### config.mk
export PLATFORM = sky130hd
export DESIGN_NAME = ptr_agu
export DESIGN_NICKNAME = d
export VERILOG_FILES = /design/src/rtl/ptr_agu_pkg.sv /design/src/rtl/agu_ptr_mux.sv /design/src/rtl/agu_addr_calc.sv /design/src/rtl/agu_seq.sv /design/src/rtl/ptr_agu.sv
export SDC_FILE = /design/constraint.sdc
export NUM_CORES = 1
export LEC_CHECK = 0
export BUFFER_PORTS_ARGS = -buffer_cell sky130_fd_sc_hd__buf_2
export CORE_MARGIN = 2
export CORE_UTILIZATION = 55
export CTS_BUF_LIST = sky130_fd_sc_hd__clkbuf_16
export DETAILED_ROUTE_END_ITERATION = 10
export PLACE_DENSITY = 0.8
export SLEW_MARGIN = 40
export SYNTH_ARGS = -nofsm -noshare
export SYNTH_HDL_FRONTEND = slang
export SYNTH_SLANG_ARGS = --single-unit
### constraint.sdc
create_clock -name clk -period 4.02 [get_ports clk]
set_clock_uncertainty 0.05 [all_clocks]
set_input_delay 0.201 -clock clk [delete_from_list [all_inputs] [get_ports clk]]
set_output_delay 0.201 -clock clk [all_outputs]
set_load 0.03 [all_outputs]
### src/rtl/ptr_agu_pkg.sv
package ptr_agu_pkg;

  typedef enum logic [2:0] {
    AM_PLAIN    = 3'd0,
    AM_POSTINC  = 3'd1,
    AM_PREDEC   = 3'd2,
    AM_DISP     = 3'd3,
    AM_DIRECT   = 3'd4,
    AM_PROG     = 3'd5,
    AM_PROG_INC = 3'd6,
    AM_PUSH     = 3'd7
  } am_e;

  typedef enum logic [1:0] {
    PS_X   = 2'd0,
    PS_Y   = 2'd1,
    PS_Z   = 2'd2,
    PS_RSV = 2'd3
  } psel_e;

  typedef enum logic [1:0] {
    WB_X  = 2'd0,
    WB_Y  = 2'd1,
    WB_Z  = 2'd2,
    WB_SP = 2'd3
  } wbt_e;

  typedef enum logic [1:0] {
    AC_NONE  = 2'd0,
    AC_READ  = 2'd1,
    AC_WRITE = 2'd2,
    AC_PROG  = 2'd3
  } acc_e;

endpackage

### src/rtl/agu_ptr_mux.sv
module agu_ptr_mux #(
  parameter int AW = 16
) (
  input  logic [1:0]    sel,
  input  logic [AW-1:0] ptr_x,
  input  logic [AW-1:0] ptr_y,
  input  logic [AW-1:0] ptr_z,
  output logic [AW-1:0] base,
  output logic          base_ok
);
  import ptr_agu_pkg::*;

  localparam int NPTR = 3;

  logic [AW-1:0] bank [NPTR];

  assign bank[0] = ptr_x;
  assign bank[1] = ptr_y;
  assign bank[2] = ptr_z;

  always_comb begin
    base    = '0;
    base_ok = 1'b0;
    for (int i = 0; i < NPTR; i++) begin
      if (sel == 2'(i)) begin
        base    = bank[i];
        base_ok = 1'b1;
      end
    end
  end

endmodule

### src/rtl/agu_addr_calc.sv
module agu_addr_calc #(
  parameter int AW          = 16,
  parameter int QW          = 6,
  parameter int CW          = 2,
  parameter int DATA_CYCLES = 2,
  parameter int PROG_CYCLES = 3,
  parameter int PUSH_CYCLES = 2
) (
  input  logic [2:0]    mode,
  input  logic [1:0]    sel,
  input  logic          is_store,
  input  logic [QW-1:0] disp,
  input  logic [AW-1:0] direct_addr,
  input  logic [AW-1:0] base,
  input  logic          base_ok,
  input  logic [AW-1:0] ptr_z,
  input  logic [AW-1:0] stack_ptr,
  output logic          legal,
  output logic [AW-1:0] addr,
  output logic [1:0]    kind,
  output logic          wb_req,
  output logic [1:0]    wb_tgt,
  output logic [AW-1:0] wb_val,
  output logic [CW-1:0] cycles
);
  import ptr_agu_pkg::*;

  localparam logic [AW-1:0] ONE = AW'(1);

  logic [AW-1:0] disp_ext;
  acc_e          data_kind;
  am_e           am;

  assign disp_ext  = AW'(disp);
  assign data_kind = is_store ? AC_WRITE : AC_READ;
  assign am        = am_e'(mode);

  always_comb begin
    legal  = 1'b1;
    addr   = base;
    kind   = data_kind;
    wb_req = 1'b0;
    wb_tgt = sel;
    wb_val = base;
    cycles = CW'(DATA_CYCLES);
    case (am)
      AM_PLAIN: begin
        legal = base_ok;
      end
      AM_POSTINC: begin
        legal  = base_ok;
        wb_req = 1'b1;
        wb_val = base + ONE;
      end
      AM_PREDEC: begin
        legal  = base_ok;
        addr   = base - ONE;
        wb_req = 1'b1;
        wb_val = base - ONE;
      end
      AM_DISP: begin
        legal = base_ok && (sel != PS_X);
        addr  = base + disp_ext;
      end
      AM_DIRECT: begin
        addr = direct_addr;
      end
      AM_PROG: begin
        addr   = ptr_z;
        kind   = AC_PROG;
        cycles = CW'(PROG_CYCLES);
      end
      AM_PROG_INC: begin
        addr   = ptr_z;
        kind   = AC_PROG;
        wb_req = 1'b1;
        wb_tgt = WB_Z;
        wb_val = ptr_z + ONE;
        cycles = CW'(PROG_CYCLES);
      end
      AM_PUSH: begin
        addr   = stack_ptr;
        kind   = AC_WRITE;
        wb_req = 1'b1;
        wb_tgt = WB_SP;
        wb_val = stack_ptr - ONE;
        cycles = CW'(PUSH_CYCLES);
      end
      default: begin
        legal = 1'b0;
      end
    endcase
  end

endmodule

### src/rtl/agu_seq.sv
module agu_seq #(
  parameter int AW = 16,
  parameter int CW = 2
) (
  input  logic          clk,
  input  logic          rst,
  input  logic          start,
  input  logic          legal,
  input  logic [AW-1:0] addr,
  input  logic [1:0]    kind,
  input  logic          wb_req,
  input  logic [1:0]    wb_tgt,
  input  logic [AW-1:0] wb_val,
  input  logic [CW-1:0] cycles,
  output logic [AW-1:0] mem_addr,
  output logic          data_rd,
  output logic          data_wr,
  output logic          prog_rd,
  output logic          wb_en,
  output logic [1:0]    wb_sel,
  output logic [AW-1:0] wb_value,
  output logic          done
);
  import ptr_agu_pkg::*;

  localparam logic [CW-1:0] C_ONE = CW'(1);

  logic          active;
  logic [CW-1:0] remain;
  logic          wb_pend;
  logic          accept;

  assign accept = start && legal && !active;

  always_ff @(posedge clk) begin
    if (rst) begin
      active   <= 1'b0;
      remain   <= '0;
      wb_pend  <= 1'b0;
      mem_addr <= '0;
      data_rd  <= 1'b0;
      data_wr  <= 1'b0;
      prog_rd  <= 1'b0;
      wb_en    <= 1'b0;
      wb_sel   <= '0;
      wb_value <= '0;
      done     <= 1'b0;
    end else if (!active) begin
      if (accept) begin
        active   <= 1'b1;
        remain   <= cycles - C_ONE;
        wb_pend  <= wb_req;
        mem_addr <= addr;
        data_rd  <= (kind == AC_READ);
        data_wr  <= (kind == AC_WRITE);
        prog_rd  <= (kind == AC_PROG);
        wb_sel   <= wb_tgt;
        wb_value <= wb_val;
        done     <= (cycles == C_ONE);
        wb_en    <= wb_req && (cycles == C_ONE);
      end else begin
        data_rd <= 1'b0;
        data_wr <= 1'b0;
        prog_rd <= 1'b0;
        done    <= 1'b0;
        wb_en   <= 1'b0;
      end
    end else begin
      if (remain == '0) begin
        active  <= 1'b0;
        data_rd <= 1'b0;
        data_wr <= 1'b0;
        prog_rd <= 1'b0;
        done    <= 1'b0;
        wb_en   <= 1'b0;
      end else begin
        remain <= remain - C_ONE;
        if (remain == C_ONE) begin
          done  <= 1'b1;
          wb_en <= wb_pend;
        end
      end
    end
  end

endmodule

### src/rtl/ptr_agu.sv
module ptr_agu #(
  parameter int AW          = 16,
  parameter int QW          = 6,
  parameter int DATA_CYCLES = 2,
  parameter int PROG_CYCLES = 3,
  parameter int PUSH_CYCLES = 2
) (
  input  logic          clk,
  input  logic          rst,
  input  logic          start,
  input  logic [2:0]    mode,
  input  logic [1:0]    ptr_sel,
  input  logic          is_store,
  input  logic [QW-1:0] disp,
  input  logic [AW-1:0] direct_addr,
  input  logic [AW-1:0] ptr_x,
  input  logic [AW-1:0] ptr_y,
  input  logic [AW-1:0] ptr_z,
  input  logic [AW-1:0] stack_ptr,
  output logic [AW-1:0] mem_addr,
  output logic          data_rd,
  output logic          data_wr,
  output logic          prog_rd,
  output logic          wb_en,
  output logic [1:0]    wb_sel,
  output logic [AW-1:0] wb_value,
  output logic          done
);

  localparam int MAX_A   = (DATA_CYCLES > PUSH_CYCLES) ? DATA_CYCLES : PUSH_CYCLES;
  localparam int MAX_CYC = (MAX_A > PROG_CYCLES) ? MAX_A : PROG_CYCLES;
  localparam int CW      = $clog2(MAX_CYC + 1);

  logic [AW-1:0] base;
  logic          base_ok;
  logic          legal;
  logic [AW-1:0] addr;
  logic [1:0]    kind;
  logic          wb_req;
  logic [1:0]    wb_tgt;
  logic [AW-1:0] wb_val;
  logic [CW-1:0] cycles;

  agu_ptr_mux #(.AW(AW)) u_mux (
    .sel     (ptr_sel),
    .ptr_x   (ptr_x),
    .ptr_y   (ptr_y),
    .ptr_z   (ptr_z),
    .base    (base),
    .base_ok (base_ok)
  );

  agu_addr_calc #(
    .AW          (AW),
    .QW          (QW),
    .CW          (CW),
    .DATA_CYCLES (DATA_CYCLES),
    .PROG_CYCLES (PROG_CYCLES),
    .PUSH_CYCLES (PUSH_CYCLES)
  ) u_calc (
    .mode        (mode),
    .sel         (ptr_sel),
    .is_store    (is_store),
    .disp        (disp),
    .direct_addr (direct_addr),
    .base        (base),
    .base_ok     (base_ok),
    .ptr_z       (ptr_z),
    .stack_ptr   (stack_ptr),
    .legal       (legal),
    .addr        (addr),
    .kind        (kind),
    .wb_req      (wb_req),
    .wb_tgt      (wb_tgt),
    .wb_val      (wb_val),
    .cycles      (cycles)
  );

  agu_seq #(.AW(AW), .CW(CW)) u_seq (
    .clk      (clk),
    .rst      (rst),
    .start    (start),
    .legal    (legal),
    .addr     (addr),
    .kind     (kind),
    .wb_req   (wb_req),
    .wb_tgt   (wb_tgt),
    .wb_val   (wb_val),
    .cycles   (cycles),
    .mem_addr (mem_addr),
    .data_rd  (data_rd),
    .data_wr  (data_wr),
    .prog_rd  (prog_rd),
    .wb_en    (wb_en),
    .wb_sel   (wb_sel),
    .wb_value (wb_value),
    .done     (done)
  );

endmodule

**After elaboration in Yosys (flattened, before gate mapping)**

Cells that the tools add are included.

- Mux-type cells: 35
- Eq/ne operators: 17
- Reduce and logical (&&, ||, !) cells: 15
- Bitwise gates (word level): 1
- Add/subtract/negate cells: 7

Operators by type and width:

| operator | number |
|---|---|
| 16-bit one-hot mux with 5 select lines | 1 |
| 16-bit one-hot mux with 4 select lines | 1 |
| 16-bit two-way mux | 3 |
| 16-bit by 1-bit adder with 16-bit output, second input constant | 2 |
| 16-bit by 1-bit subtractor with 16-bit output, second input constant | 2 |
| 1-bit two-way mux | 23 |
| 16-bit by 6-bit adder with 16-bit output | 1 |
| 3-bit equality test, second input constant | 4 |
| 2-bit by 1-bit equality test with 1-bit output, second input constant | 4 |
| 2-bit two-way mux | 4 |
| 2-bit one-hot mux with 2 select lines | 2 |
| 2-bit equality test, second input constant | 3 |
| 3-bit by 2-bit equality test with 1-bit output, second input constant | 2 |
| 1-bit logical AND | 4 |
| 2-bit logical NOT | 2 |
| 2-bit != test, second input constant | 2 |
| 2-bit AND reduction | 2 |
| 2-bit nonzero test | 2 |
| 4-bit OR reduction | 1 |
| 2-bit by 1-bit subtractor with 2-bit output, second input constant | 2 |
| 3-bit by 1-bit equality test with 1-bit output, second input constant | 1 |
| 3-bit logical NOT | 1 |
| 3-bit != test, second input constant | 1 |
| 3-bit OR reduction | 1 |
| 4 further kinds | 4 |

- Output and inout port bits: 39
- Bits in registers: 43

**Logic depth before layout (Yosys ltp)**

Gate-level depths: netlist of the first run.

- Word-level depth: 10
- Mapped depth: 16

**Modules after synthesis**

Synthesis of the first run repeated with hierarchy kept, for this count alone.

- Cell total of the unflattened synthesis: 768
- Area total of the unflattened synthesis: 5258.8 µm²

By module, submodules not included:

| module | cells each | area each (µm²) | sequential area each (µm²) | times used |
|---|---|---|---|---|
| agu_addr_calc | 533 | 3268.1 | 0.0 | 1 |
| agu_seq | 195 | 1604.0 | 860.8 | 1 |
| agu_ptr_mux | 40 | 386.6 | 0.0 | 1 |

**Worst setup path before layout of the first run**

Ideal clock, no wire load.

- Kind: in2reg
- Start: input ptr_sel[0]
- End: register u_seq.mem_addr[14]
- Data required time: 3853 ps
- Setup time: 117 ps
- Slack: 833 ps
- Buffers on the path: 1
- Arrival time: 3019 ps
- Stages: 16
- Cell sequence: inv_1 -> ha_1 -> buf_4 -> and3b_1 -> o31ai_2 -> inv_1 -> ha_1 -> inv_1 -> fa_1 -> nand2b_1 -> a21oi_1 -> o311ai_1 -> nor4_2 -> xnor2_1 -> a211o_1 -> a32o_1

- Word-level cells in the longest chain between the ends: 9

Ends and longest elaborated chain:

| element | line | text |
|---|---|---|
| start: declaration | ptr_agu.sv:12 | `input logic [1:0] ptr_sel,` |
| branches (longest 9 deep; another with 16-bit by 6-bit adder with 16-bit output) | n/a |  |
| end signal: assignment | agu_seq.sv:53 | `mem_addr <= addr;` |
| end: declaration | agu_seq.sv:15 | `output logic [AW-1:0] mem_addr,` |

Several ways; the timed one is not identified.
A chain may end at the register's enable or synchronous reset.

**Final worst setup path of the first run**

- Start: input ptr_sel[1]
- End: register u_seq.mem_addr[7]

The elaborated chain is that of the path after synthesis.

==> key figures, run 1 <==
Power and ir drop
  • Worst VDD drop: 0.197 mV
  • Switching pwr: 0.731 mW
  • Clock share of power: 25.5%
  • Leakage power: 2.57 nW
  • Pwr dens: 280 mW/mm^2
  • Internal power: 0.971 mW
  • Sequential power share: 28.4%
  • Sw frac: 43.0%
  • Comb power frac: 46.1%

Yosys
  • Mapped Cells: 697
  • Most used DFF post-synth: dfxtp_1
  • Net Count, Synth: 808
  • Ys async rst share: 0%
  • Top cell type by total area after synthesis: dfxtp_1
  • Top-count cell post-synth: a21oi_1
  • Main area contributors after synthesis: dfxtp_1 17%, a21oi_1 6.7%, nand2_1 4.9%
  • Top post-synthesis cells by count: 69 x a21oi_1, 67 x nand2_1, 58 x nor2_1
  • Warnings, synthesis: 0
  • #FFs+latches synth: 43
  • Avg Inst Size Synth: 7.42 sq um
  • Post-synthesis cell area: 0.00517 sq mm
  • Seq/Total Area, Yosys: 16.6%
  • Synth unique cells: 88
  • Yosys top cell area share: 16.6%
  • EDFF count, synth: 0

Detailed routing
  • Iteration-0 DRC Markers: 684
  • Detailed Route WL: 20,300 microns
  • Drt first pass iters: 5
  • Via count: 6,355
  • Via/cell ratio: 6.85
  • # DRC: 0
  • Met1 wire length: 8540 microns
  • Antenna-violating nets left: 0
  • Met3 WL: 2430 microns
  • Met2 routed WL: 8750 microns
  • Avg WL per Cell: 21.9 microns
  • Uppermost routed layer: met4

Critical path
  • Critical Path RT: 4.15 ns
  • Worst Setup Start Kind: input port
  • Max FO, Critical Path: 41
  • Crit path DAT: 3.59 ns
  • Crit end category: register
  • Critical path class: in -> reg

STA
  • Setup Viol. Count Final: 0
  • Maximum clock frequency: 0.289 GHz
  • Unrepaired setup endpoints after global routing: false
  • Normalized max-slew margin: 45.1%
  • Fin. Hold Viols: 0
  • Period minus WS final: 3.46 ns
  • Setup WS post-layout: 0.565 ns
  • Period utilization: 85.9%
  • Worst-margin pin slew: 0.823 ns
  • Final TNS setup: 0 ns
  • Final Max Tran Viols: 0

Global routing
  • GRT Util Overall: 39.8%
  • Global-route wire length before repair: 31,500 microns
  • Grt ovf: 0
  • Largest net degree at the start of global routing: 42
  • Initial antenna violation count: 0
  • Vias in the first global route: 5,834

Finish
  • Final nets: 927
  • N_diodes: 0
  • FILL cells: 857
  • Share of cells above drive strength 1: 25.9%
  • Layout area overhead: 17.7%

Clock network
  • Clock tree buffer depth: 2
  • # clock sinks: 43
  • Hold-fix buffers at CTS: 0
  • Clk slew on worst S/H paths: 0.08 ns
  • CTS Root Buffer Type: clkbuf_16
  • Clock Latency Late Sink: 0.29 ns
  • CTS tree: built
  • Post-CTS setup buffers: 0
  • Max H-tree Level: 2
  • Total CTS buffers: 5
  • CTS resizes: 0

Floorplanning
  • Die height: 101 microns
  • Die X: 101 microns
  • Core footprint: 0.00920 sq mm
  • Initial Util: 56.2%
  • Die area: 0.0102 sq mm
  • # rows: 35
  • I/O Pins: 134

Place
  • Setup WS pre-CTS: 0.247 ns
  • Final HPWL DP: 16,100 microns
  • # port buffers: 133
  • Placer Congestion: 0.994

Run
  • Max cap viols: 0

Hold path
  • Hold Path Class: in -> reg

Run status
  • Outcome: finished clean
-- cell type report --
cell class | count | area [sq um] | share of cell area [%]
Inverter | 21 | 78.8 | 1.29
Sequential cell | 43 | 861 | 14.1
Clock buffer | 5 | 125 | 2.06
Clock inverter | 3 | 23.8 | 0.390
Multi-Input combinational cell | 586 | 4000 | 65.7
Timing Repair Buffer | 159 | 861 | 14.1
Tap cell | 111 | 139 | 2.28
-- per-stage QoR --
step / hold slack, ns / std cells / area [sq um] / utilization, % / power (mW)
CTS: 0.214 / 928 / 6080 / 66.1 / 1.67
finish: 0.214 / 928 / 6090 / 66.2 / 1.70
floorplan: 0.345 / 697 / 5170 / - / 0.997
global placement: 0.381 / 920 / 5930 / 64.5 / 1.23
detailed placement: 0.383 / 920 / 5930 / 64.5 / 1.25
global route: 0.250 / 928 / 6090 / 66.2 / 1.77
-- power groups by stage --
stage                     clock [mW]  sequential, mW  combinational, mW
after global routing           0.446           0.488              0.836
final                          0.434           0.483              0.785
after floorplan                    0           0.553              0.444
after CTS                      0.432           0.483              0.759
after detailed placement           0           0.493              0.755
after global placement             0           0.490              0.744
-- worst max-delay path, cell delays in order --
cell and delay, ns:
buf_2 0.12, inv_1 0.10, ha_1 0.19, buf_4 0.34
and3b_1 0.27, o31ai_4 0.39, inv_1 0.09, ha_1 0.28
a21o_1 0.18, a21oi_1 0.27, o21ai_0 0.13, nand4_1 0.37
a21oi_1 0.11, or2_2 0.30, a32o_1 0.25
-- sequential cells by signal, summed over array words and instances, names as in the netlist --
register and flops:
u_seq.wb_pend 1, u_seq.prog_rd 1, u_seq.mem_addr 16, u_seq.wb_value 16, u_seq.remain 2, u_seq.active 1
u_seq.data_wr 1, u_seq.wb_sel 2, u_seq.wb_en 1, u_seq.data_rd 1, u_seq.done 1
-- placed cells by master (no fill, tap or decap), types with 12 or more instances in the layout --
cell,instances
nand3_1,16
nand2b_1,12
nor2_1,57
buf_2,133
nand2_1,67
inv_1,19
xor2_1,13
ha_1,15
a21oi_1,69
a211oi_1,22
dfxtp_1,43
o21ai_0,30
xnor2_1,23
nor3_1,29
buf_4,26
-- cell families (layout without fill, tap and decap cells) --
kind of cell             after synthesis  in the layout  share of synthesized area (%)
adder cells (fa/ha/maj)               16             16                           4.02
buffers and inverters                 68            188                           6.29
AND/OR/NAND/NOR                      273            273                           29.1
XOR/XNOR                              36             36                           6.10
multiplexers                          15             15                           3.24
flip-flops                            43             43                           16.6
AO/OA/AOI/OAI                        246            246                           34.6
-- path summary, 6_finish.rpt --
path / from / end / cells past startpoint / slack, ns
max: ptr_sel[1] / u_seq.mem_addr[7]$_SDFFE_PP0P_ / 15 / 0.56
min: ptr_sel[1] / u_seq.wb_sel[1]$_SDFFE_PP0P_ / 3 / 0.21
max reg2reg: u_seq.active$_SDFF_PP0_ / u_seq.wb_value[8]$_SDFFE_PP0P_ / 6 / 1.73
min reg2reg: u_seq.mem_addr[10]$_SDFFE_PP0P_ / u_seq.mem_addr[10]$_SDFFE_PP0P_ / 2 / 0.40
-- metal layers --
metal / up-vias / track usage, %
li1: 2882 / -
met1: 2962 / 56.9
met2: 458 / 61.6
met3: 53 / 5.48
met4: 0 / 12.9
met5: - / 0
Power figures use the tool's default switching activity.
==> inputs of run 2 (changes only) <==
--- a/config.mk
+++ b/config.mk
@@ -5,12 +5,14 @@
 export SDC_FILE = /design/constraint.sdc
 export NUM_CORES = 1
 export LEC_CHECK = 0
+export ABC_AREA = 1
 export BUFFER_PORTS_ARGS = -buffer_cell sky130_fd_sc_hd__buf_2
 export CORE_MARGIN = 2
-export CORE_UTILIZATION = 55
+export CORE_UTILIZATION = 30
 export CTS_BUF_LIST = sky130_fd_sc_hd__clkbuf_16
+export CTS_CLUSTER_DIAMETER = 50
 export DETAILED_ROUTE_END_ITERATION = 10
-export PLACE_DENSITY = 0.8
+export PLACE_DENSITY = 0.47
 export SLEW_MARGIN = 40
 export SYNTH_ARGS = -nofsm -noshare
 export SYNTH_HDL_FRONTEND = slang
==> key figures, run 2 <==
Clock network
  • Post-CTS setup buffers: 0 (unchanged)
  • Total CTS buffers: 5 (unchanged)
  • Hold-fix buffers at CTS: 0 (unchanged)
  • Clock tree buffer depth: 2 (unchanged)
  • CTS Root Buffer Type: clkbuf_16
  • CTS resizes: 0 (unchanged)
  • Clock Latency Late Sink: 0.30 ns (about the same)
  • CTS tree: built
  • Max H-tree Level: 2 (unchanged)
  • # clock sinks: 43 (unchanged)
  • Clk slew on worst S/H paths: 0.07 ns (about the same)

Yosys
  • Top cell type by total area after synthesis: nand2_1
  • Warnings, synthesis: 0 (unchanged)
  • Yosys top cell area share: 19.3% (+2.7 points)
  • #FFs+latches synth: 43 (unchanged)
  • Net Count, Synth: 997 (+23%)
  • Top-count cell post-synth: nand2_1
  • Synth unique cells: 52 (-41%)
  • Top post-synthesis cells by count: 257 x nand2_1, 104 x nor2_1, 98 x nand3_1
  • Main area contributors after synthesis: nand2_1 19%, dfxtp_1 17%, nand3_1 9.8%
  • Post-synthesis cell area: 0.00499 sq mm (-3.5%)
  • Avg Inst Size Synth: 5.63 sq um (-24%)
  • EDFF count, synth: 0 (unchanged)
  • Ys async rst share: 0% (unchanged)
  • Seq/Total Area, Yosys: 17.3% (+0.61 points)
  • Most used DFF post-synth: dfxtp_1
  • Mapped Cells: 886 (+27%)

Power and ir drop
  • Sequential power share: 29.6% (+1.2 points)
  • Sw frac: 44.0% (+1.0 points)
  • Internal power: 0.917 mW (-5.5%)
  • Worst VDD drop: 0.151 mV (-24%)
  • Clock share of power: 26.5% (+1.0 points)
  • Leakage power: 2.93 nW (+14%)
  • Switching pwr: 0.720 mW (-1.5%)
  • Pwr dens: 277 mW/mm^2 (-1.0%)
  • Total power: 1.64 mW (-3.8%)
  • Comb power frac: 43.9% (-2.2 points)

Critical path
  • Critical Path RT: 4.13 ns (-0.02 ns)
  • Max FO, Critical Path: 8 (-80%)
  • Reg2Reg Depth: 6 (unchanged)
  • Critical path class: in -> reg
  • Crit end category: register
  • Crit path DAT: 3.08 ns (-0.51 ns)
  • Crit Reg-Reg Startpoint: u_seq.active$_SDFF_PP0_
  • R2R setup slack: 2.44 ns (+0.71 ns)
  • CP Cell Sequence: buf_2 > inv_1 > ha_1 > nor2_2 > nand2_1 > nand2_1 > nand2_2 > inv_1 > ha_1 > inv_1 > fa_1 > inv_1 > a21oi_1 > nor2_1 > a21oi_1 > nand2_1 > nand2_1 > o21ai_0 > a21oi_1
  • Critical path origin: ptr_sel[1]
  • Slowest CP cell: nor2_1
  • Reg-to-reg endpoint: u_seq.wb_value[7]$_SDFFE_PP0P_
  • Worst Setup Start Kind: input port
  • Crit path largest cell delay: 0.43 ns (+0.04 ns)

Global routing
  • GRT Util Overall: 23.6% (-16 points)
  • Global-route wire length before repair: 32,600 microns (+3.3%)
  • Vias in the first global route: 5,974 (+2.4%)
  • Grt ovf: 0 (unchanged)
  • Largest net degree at the start of global routing: 49 (+17%)
  • Initial antenna violation count: 0 (unchanged)

Detailed routing
  • Via count: 6,282 (-1.1%)
  • Iteration-0 DRC Markers: 521 (-24%)
  • # DRC: 0 (unchanged)
  • Detailed Route WL: 21,000 microns (+3.7%)
  • Via/cell ratio: 5.14 (-25%)
  • Drt first pass iters: 7 (+2)
  • Antenna-violating nets left: 0 (unchanged)
  • Avg WL per Cell: 17.2 microns (-21%)

Finish
  • Register area: 861 sq um (unchanged)
  • Layout area overhead: 18.6%
  • Final Non-Filler Cells: 1,221 (+32%)
  • Multi-input gate area: 0.00353 sq mm (-12%)
  • Commonest non-fill, non-tap cell in the layout: nand2_1
  • N_diodes: 0 (unchanged)
  • Largest regs: u_seq.mem_addr (16), u_seq.wb_value (16)
  • Final nets: 1,111 (+20%)
  • Share of cells above drive strength 1: 19.0% (-7.0 points)
  • FILL cells: 1,915 (+120%)
  • Leading cell types in the layout, fill and taps excluded: 257 x nand2_1, 133 x buf_2, 104 x nor2_1, 98 x nand3_1, 91 x inv_1

Floorplanning
  • Die height: 133 microns (+32%)
  • # rows: 47 (+34%)
  • Core footprint: 0.0164 sq mm (+78%)
  • Initial Util: 30.4% (-26 points)
  • Die X: 133 microns (+32%)
  • Die area: 0.0177 sq mm (+73%)
  • I/O Pins: 134 (unchanged)

STA
  • Period minus WS final: 2.98 ns (-0.479 ns)
  • Setup Viol. Count Final: 0 (unchanged)
  • Unrepaired setup endpoints after global routing: false
  • Period utilization: 74.0% (-12 points)
  • Final Max Tran Viols: 0 (unchanged)
  • Final TNS setup: 0 ns (unchanged)
  • Fin. Hold Viols: 0 (unchanged)
  • Worst-margin pin slew: 0.639 ns (-0.184 ns)
  • Setup WS post-layout: 1.04 ns (+0.479 ns)
  • Maximum clock frequency: 0.336 GHz (+16%)
  • Normalized max-slew margin: 57.4% (+12 points)
  • Final Hold Slack: 0.0433 ns (-0.171 ns)

Place
  • Placed Instances: 1,213 (+32%)
  • Final HPWL DP: 16,900 microns (+4.6%)
  • Setup WS pre-CTS: 0.750 ns (+0.503 ns)
  • Placer Congestion: 0.933 (-6.2%)
  • # port buffers: 133 (unchanged)

Hold path
  • Hold_sp: is_store
  • Worst hold path cell count: 2 (-1)
  • Hold Path Class: in -> reg
  • Min-Delay Endpoint: u_seq.data_rd$_SDFFE_PP0N_

Run
  • Max cap viols: 0 (unchanged)

Run status
  • Outcome: finished clean
-- run 2: kinds of logic (layout without fill, tap and decap cells) --
logic type               after synthesis  in the layout  synth area share, %
AO/OA/AOI/OAI                        176            176                 20.9
XOR/XNOR                               5              5                0.878
buffers and inverters                135            250                 12.1
adder cells (fa/ha/maj)               16             16                 4.16
flip-flops                            43             43                 17.3
multiplexers                           1              1                0.201
AND/OR/NAND/NOR                      510            510                 44.5
-- run 2: critical path, delay by kind of cell --
| kind | cells | cell delay, ns |
|---|---|---|
| fa+ha+maj | 3 | 0.84 |
| compound gates | 4 | 0.51 |
| buf+inv | 5 | 0.48 |
| simple gates | 7 | 1.04 |
-- run 2: through the flow --
| stage | cell area (sq um) | utilization [%] |
|---|---|---|
| after CTS | 5920 | 36.1 |
| after global placement | 5760 | 35.1 |
| after detailed placement | 5770 | 35.1 |
| after floorplan | 4990 | - |
| final | 5920 | 36.1 |
| after global routing | 5920 | 36.1 |
-- run 2: layer usage --
layer / GRT usage [%] / part of all wire [%] / vias to the layer above
met5: 0 / 0 / -
met4: 7.71 / 3.3 / 0
met3: 2.72 / 4.9 / 41
met2: 42.8 / 49 / 191
met1: 29.0 / 43 / 2867
li1: - / - / 3183
-- run 2: power by group through the flow --
stage / Sequential, mW / Clock (mW) / Combinational, mW
after floorplan: 0.553 / 0 / 0.424
final: 0.484 / 0.434 / 0.719
after global placement: 0.494 / 0 / 0.720
after global routing: 0.488 / 0.456 / 0.796
after detailed placement: 0.494 / 0 / 0.715
after CTS: 0.485 / 0.440 / 0.718
-- run 2: worst max path at each step --
| stage | to |
|---|---|
| 2_1_floorplan | u_seq.mem_addr[10]$_SDFFE_PP0P_ |
| 3_3_place_gp | u_seq.mem_addr[10]$_SDFFE_PP0P_ |
| 3_5_place_dp | u_seq.mem_addr[10]$_SDFFE_PP0P_ |
| 4_1_cts | u_seq.mem_addr[10]$_SDFFE_PP0P_ |
| 5_1_grt | u_seq.mem_addr[14]$_SDFFE_PP0P_ |
| 6_report | u_seq.mem_addr[10]$_SDFFE_PP0P_ |
-- run 2: layout make-up --
type,count,area share [%]
clock buffer,5,2.12
inverter,103,6.64
clock inverter,3,0.423
sequential,43,14.6
timing repair buffer,139,12.0
tap,220,4.65
multi-input combinational,708,59.6
==> inputs of run 3 (changes only) <==
--- a/config.mk
+++ b/config.mk
@@ -5,14 +5,14 @@
 export SDC_FILE = /design/constraint.sdc
 export NUM_CORES = 1
 export LEC_CHECK = 0
-export ABC_AREA = 1
+export ABC_AREA = 0
 export BUFFER_PORTS_ARGS = -buffer_cell sky130_fd_sc_hd__buf_2
 export CORE_MARGIN = 2
 export CORE_UTILIZATION = 30
 export CTS_BUF_LIST = sky130_fd_sc_hd__clkbuf_16
 export CTS_CLUSTER_DIAMETER = 50
 export DETAILED_ROUTE_END_ITERATION = 10
-export PLACE_DENSITY = 0.47
+export PLACE_DENSITY = 0.49
 export SLEW_MARGIN = 40
 export SYNTH_ARGS = -nofsm -noshare
 export SYNTH_HDL_FRONTEND = slang
==> constraint.sdc (replaced) <==
create_clock -name clk -period 2.5 [get_ports clk]
set_clock_uncertainty 0.05 [all_clocks]
set_input_delay 0.125 -clock clk [delete_from_list [all_inputs] [get_ports clk]]
set_output_delay 0.125 -clock clk [all_outputs]
set_load 0.03 [all_outputs]
==> key figures, run 3 (synthesis results as in run 1) <==
Critical path
  • Reg-to-reg endpoint: u_seq.wb_value[13]$_SDFFE_PP0P_
  • Worst Setup EP: u_seq.mem_addr[14]$_SDFFE_PP0P_
  • CP Depth: 15 (-4)
  • R2R setup slack: 0.62 ns (-1.82 ns)
  • Critical path class: in -> reg
  • Critical path origin: ptr_sel[1]
  • Max FO, Critical Path: 7 (-1)
  • Worst Setup Start Kind: input port
  • Reg2Reg Depth: 7 (+1)
  • Critical Path RT: 2.63 ns (-1.50 ns)
  • CP bufs+invs: 4 (-1)
  • CP Cell Sequence: buf_12 > inv_16 > ha_4 > buf_4 > buf_2 > nand2_1 > a31oi_4 > ha_4 > o21ai_2 > a21oi_4 > o311ai_4 > nor4_2 > xnor2_1 > a211o_1 > a32o_1
  • Slowest CP cell: o311ai_4
  • Crit path DAT: 2.71 ns (-0.37 ns)
  • Crit Reg-Reg Startpoint: u_seq.active$_SDFF_PP0_
  • Most common cell on crit path: ha_4
  • Crit end category: register
  • Largest delay share family, worst path: compound AO/OA/AOI/OAI gates
  • Crit path largest cell delay: 0.42 ns (about the same)

Finish
  • Fin util: 45.8% (+9.7 points)
  • Share of cells above drive strength 1: 42.4% (+23 points)
  • Largest regs: u_seq.mem_addr (16), u_seq.wb_value (16)
  • Commonest non-fill, non-tap cell in the layout: buf_4
  • N_diodes: 0 (unchanged)
  • Final Non-Filler Cells: 1,189 (-2.6%)
  • Final nets: 1,075 (-3.2%)
  • Layout area overhead: 51.0%
  • Leading cell types in the layout, fill and taps excluded: 156 x buf_4, 132 x buf_2, 66 x a21oi_1, 66 x nand2_1, 56 x nor2_1
  • Fin area: 0.00781 sq mm (+32%)

STA
  • Setup Viol. Count Final: 8 (+8)
  • Maximum clock frequency: 0.388 GHz
  • Final Max Tran Viols: 0 (unchanged)
  • Final TNS setup: -0.383 ns (-0.383 ns)
  • Final Hold Slack: 0.141 ns (+0.0981 ns)
  • Period minus WS final: 2.58 ns
  • Worst-margin pin slew: 0.627 ns (-0.0119 ns)
  • Setup WS post-layout: -0.0798 ns (-1.12 ns)
  • Unrepaired setup endpoints after global routing: true
  • Fin. Hold Viols: 0 (unchanged)
  • Period utilization: 103%
  • Normalized max-slew margin: 57.8% (+0.40 points)

Detailed routing
  • Drt first pass iters: 5 (-2)
  • Detailed Route WL: 24,500 microns (+16%)
  • Iteration-0 DRC Markers: 566 (+8.6%)
  • Via/cell ratio: 5.61 (+9.0%)
  • Via count: 6,665 (+6.1%)
  • # DRC: 0 (unchanged)
  • Avg WL per Cell: 20.6 microns (+19%)
  • Antenna-violating nets left: 0 (unchanged)

Clock network
  • Hold-fix buffers at CTS: 0 (unchanged)
  • Max H-tree Level: 2 (unchanged)
  • Clk slew on worst S/H paths: 0.06 ns (about the same)
  • Total CTS buffers: 5 (unchanged)
  • # clock sinks: 43 (unchanged)
  • CTS tree: built
  • Clock Latency Late Sink: 0.28 ns (-0.02 ns)
  • CTS Root Buffer Type: clkbuf_16
  • Clock tree buffer depth: 2 (unchanged)

Place
  • # port buffers: 133 (unchanged)
  • Final HPWL DP: 19,900 microns (+18%)
  • Placer Congestion: 0.975 (+4.5%)
  • Setup WS pre-CTS: -0.711 ns (-1.46 ns)
  • Placed cell areas: 0.00722 sq mm (+25%)
  • Placed Instances: 1,169 (-3.6%)

Floorplanning
  • Core footprint: 0.0171 sq mm (+4.0%)
  • Die X: 135 microns (+1.8%)
  • I/O Pins: 134 (unchanged)
  • Die area: 0.0183 sq mm (+3.6%)
  • Die height: 135 microns (+1.8%)
  • # rows: 48 (+2.1%)
  • Initial Util: 30.3% (-0.087 points)

Run status
  • Outcome: finished with violations
  • Violated checks: negative setup slack

Power and ir drop
  • Total power: 3.19 mW (+95%)
  • Leakage power: 3.39 nW (+16%)
  • Worst VDD drop: 0.239 mV (+58%)
  • Pwr dens: 409 mW/mm^2 (+48%)

Run
  • Max cap viols: 0 (unchanged)

Global routing
  • Vias in the first global route: 6,313 (+5.7%)
  • Global-route wire length before repair: 36,700 microns (+13%)
  • Initial antenna violation count: 0 (unchanged)
  • GRT Util Overall: 26.2% (+2.5 points)
  • Largest net degree at the start of global routing: 36 (-27%)
  • Grt ovf: 0 (unchanged)

Hold path
  • Hold Path Class: in -> reg
## run 3: changes by cell type in the layout (fill, tap and decap cells not counted), moves of 10 or more
cell | before | now
nand2_1 | 257 | 66
xnor2_1 | 3 | 22
a21oi_1 | 83 | 66
xor2_1 | 2 | 13
inv_1 | 91 | 15
ha_1 | 15 | 5
nor3_1 | 8 | 23
nand3_1 | 98 | 16
buf_4 | 6 | 156
a211oi_1 | 3 | 20
nor2_1 | 104 | 56
nand2b_1 | 0 | 10
buf_6 | 0 | 12
## run 3: repair_timing
item | CTS | global route
setup buffers | 7 | 6
setup endpoints to repair | 23 | 24
gates resized for setup | 40 | 35
gates cloned | 1 | 1
pin swaps | 25 | 25
## run 3: how the worst min path moves through the flow
| stage | slack, ns | to | cells past startpoint | start |
|---|---|---|---|---|
| after floorplan | 0.23 | u_seq.wb_sel[1]$_SDFFE_PP0P_ | 2 | ptr_sel[1] |
| after global placement | 0.39 | u_seq.mem_addr[10]$_SDFFE_PP0P_ | 2 | u_seq.mem_addr[10]$_SDFFE_PP0P_ |
| after detailed placement | 0.39 | u_seq.mem_addr[10]$_SDFFE_PP0P_ | 2 | u_seq.mem_addr[10]$_SDFFE_PP0P_ |
| after CTS | 0.14 | u_seq.data_rd$_SDFFE_PP0N_ | 4 | is_store |
| after global routing | 0.16 | u_seq.data_rd$_SDFFE_PP0N_ | 4 | is_store |
| final | 0.14 | u_seq.data_rd$_SDFFE_PP0N_ | 4 | is_store |
## run 3: worst register-to-register path, stage by stage (launching register included)
cell	delay (ns)
dfxtp_1	0.33
nor2b_1	0.19
o21ai_2	0.14
a21oi_1	0.34
o21ai_0	0.19
nor3_1	0.27
buf_4	0.18
a211oi_2	0.06
## run 3: where the power goes
part           switching [mW]  internal (mW)
Combinational           0.951          0.724
Sequential             0.0334          0.744
Clock                   0.280          0.463
## run 3: layer usage
metal | wire length (microns) | GRT usage [%]
met1 | 11600 | 38.6
met2 | 11200 | 42.2
met3 | 1420 | 1.57
met4 | 284 | 4.92
met5 | 0 | 0
## run 3: area by class of cell
type / count / area [sq um]
fill: 1759 / 9250
inverter: 21 / 100
clock buffer: 5 / 125
multi-input combinational: 586 / 4310
timing repair buffer: 307 / 2100
clock inverter: 2 / 33.8
tap: 225 / 282
sequential: 43 / 861
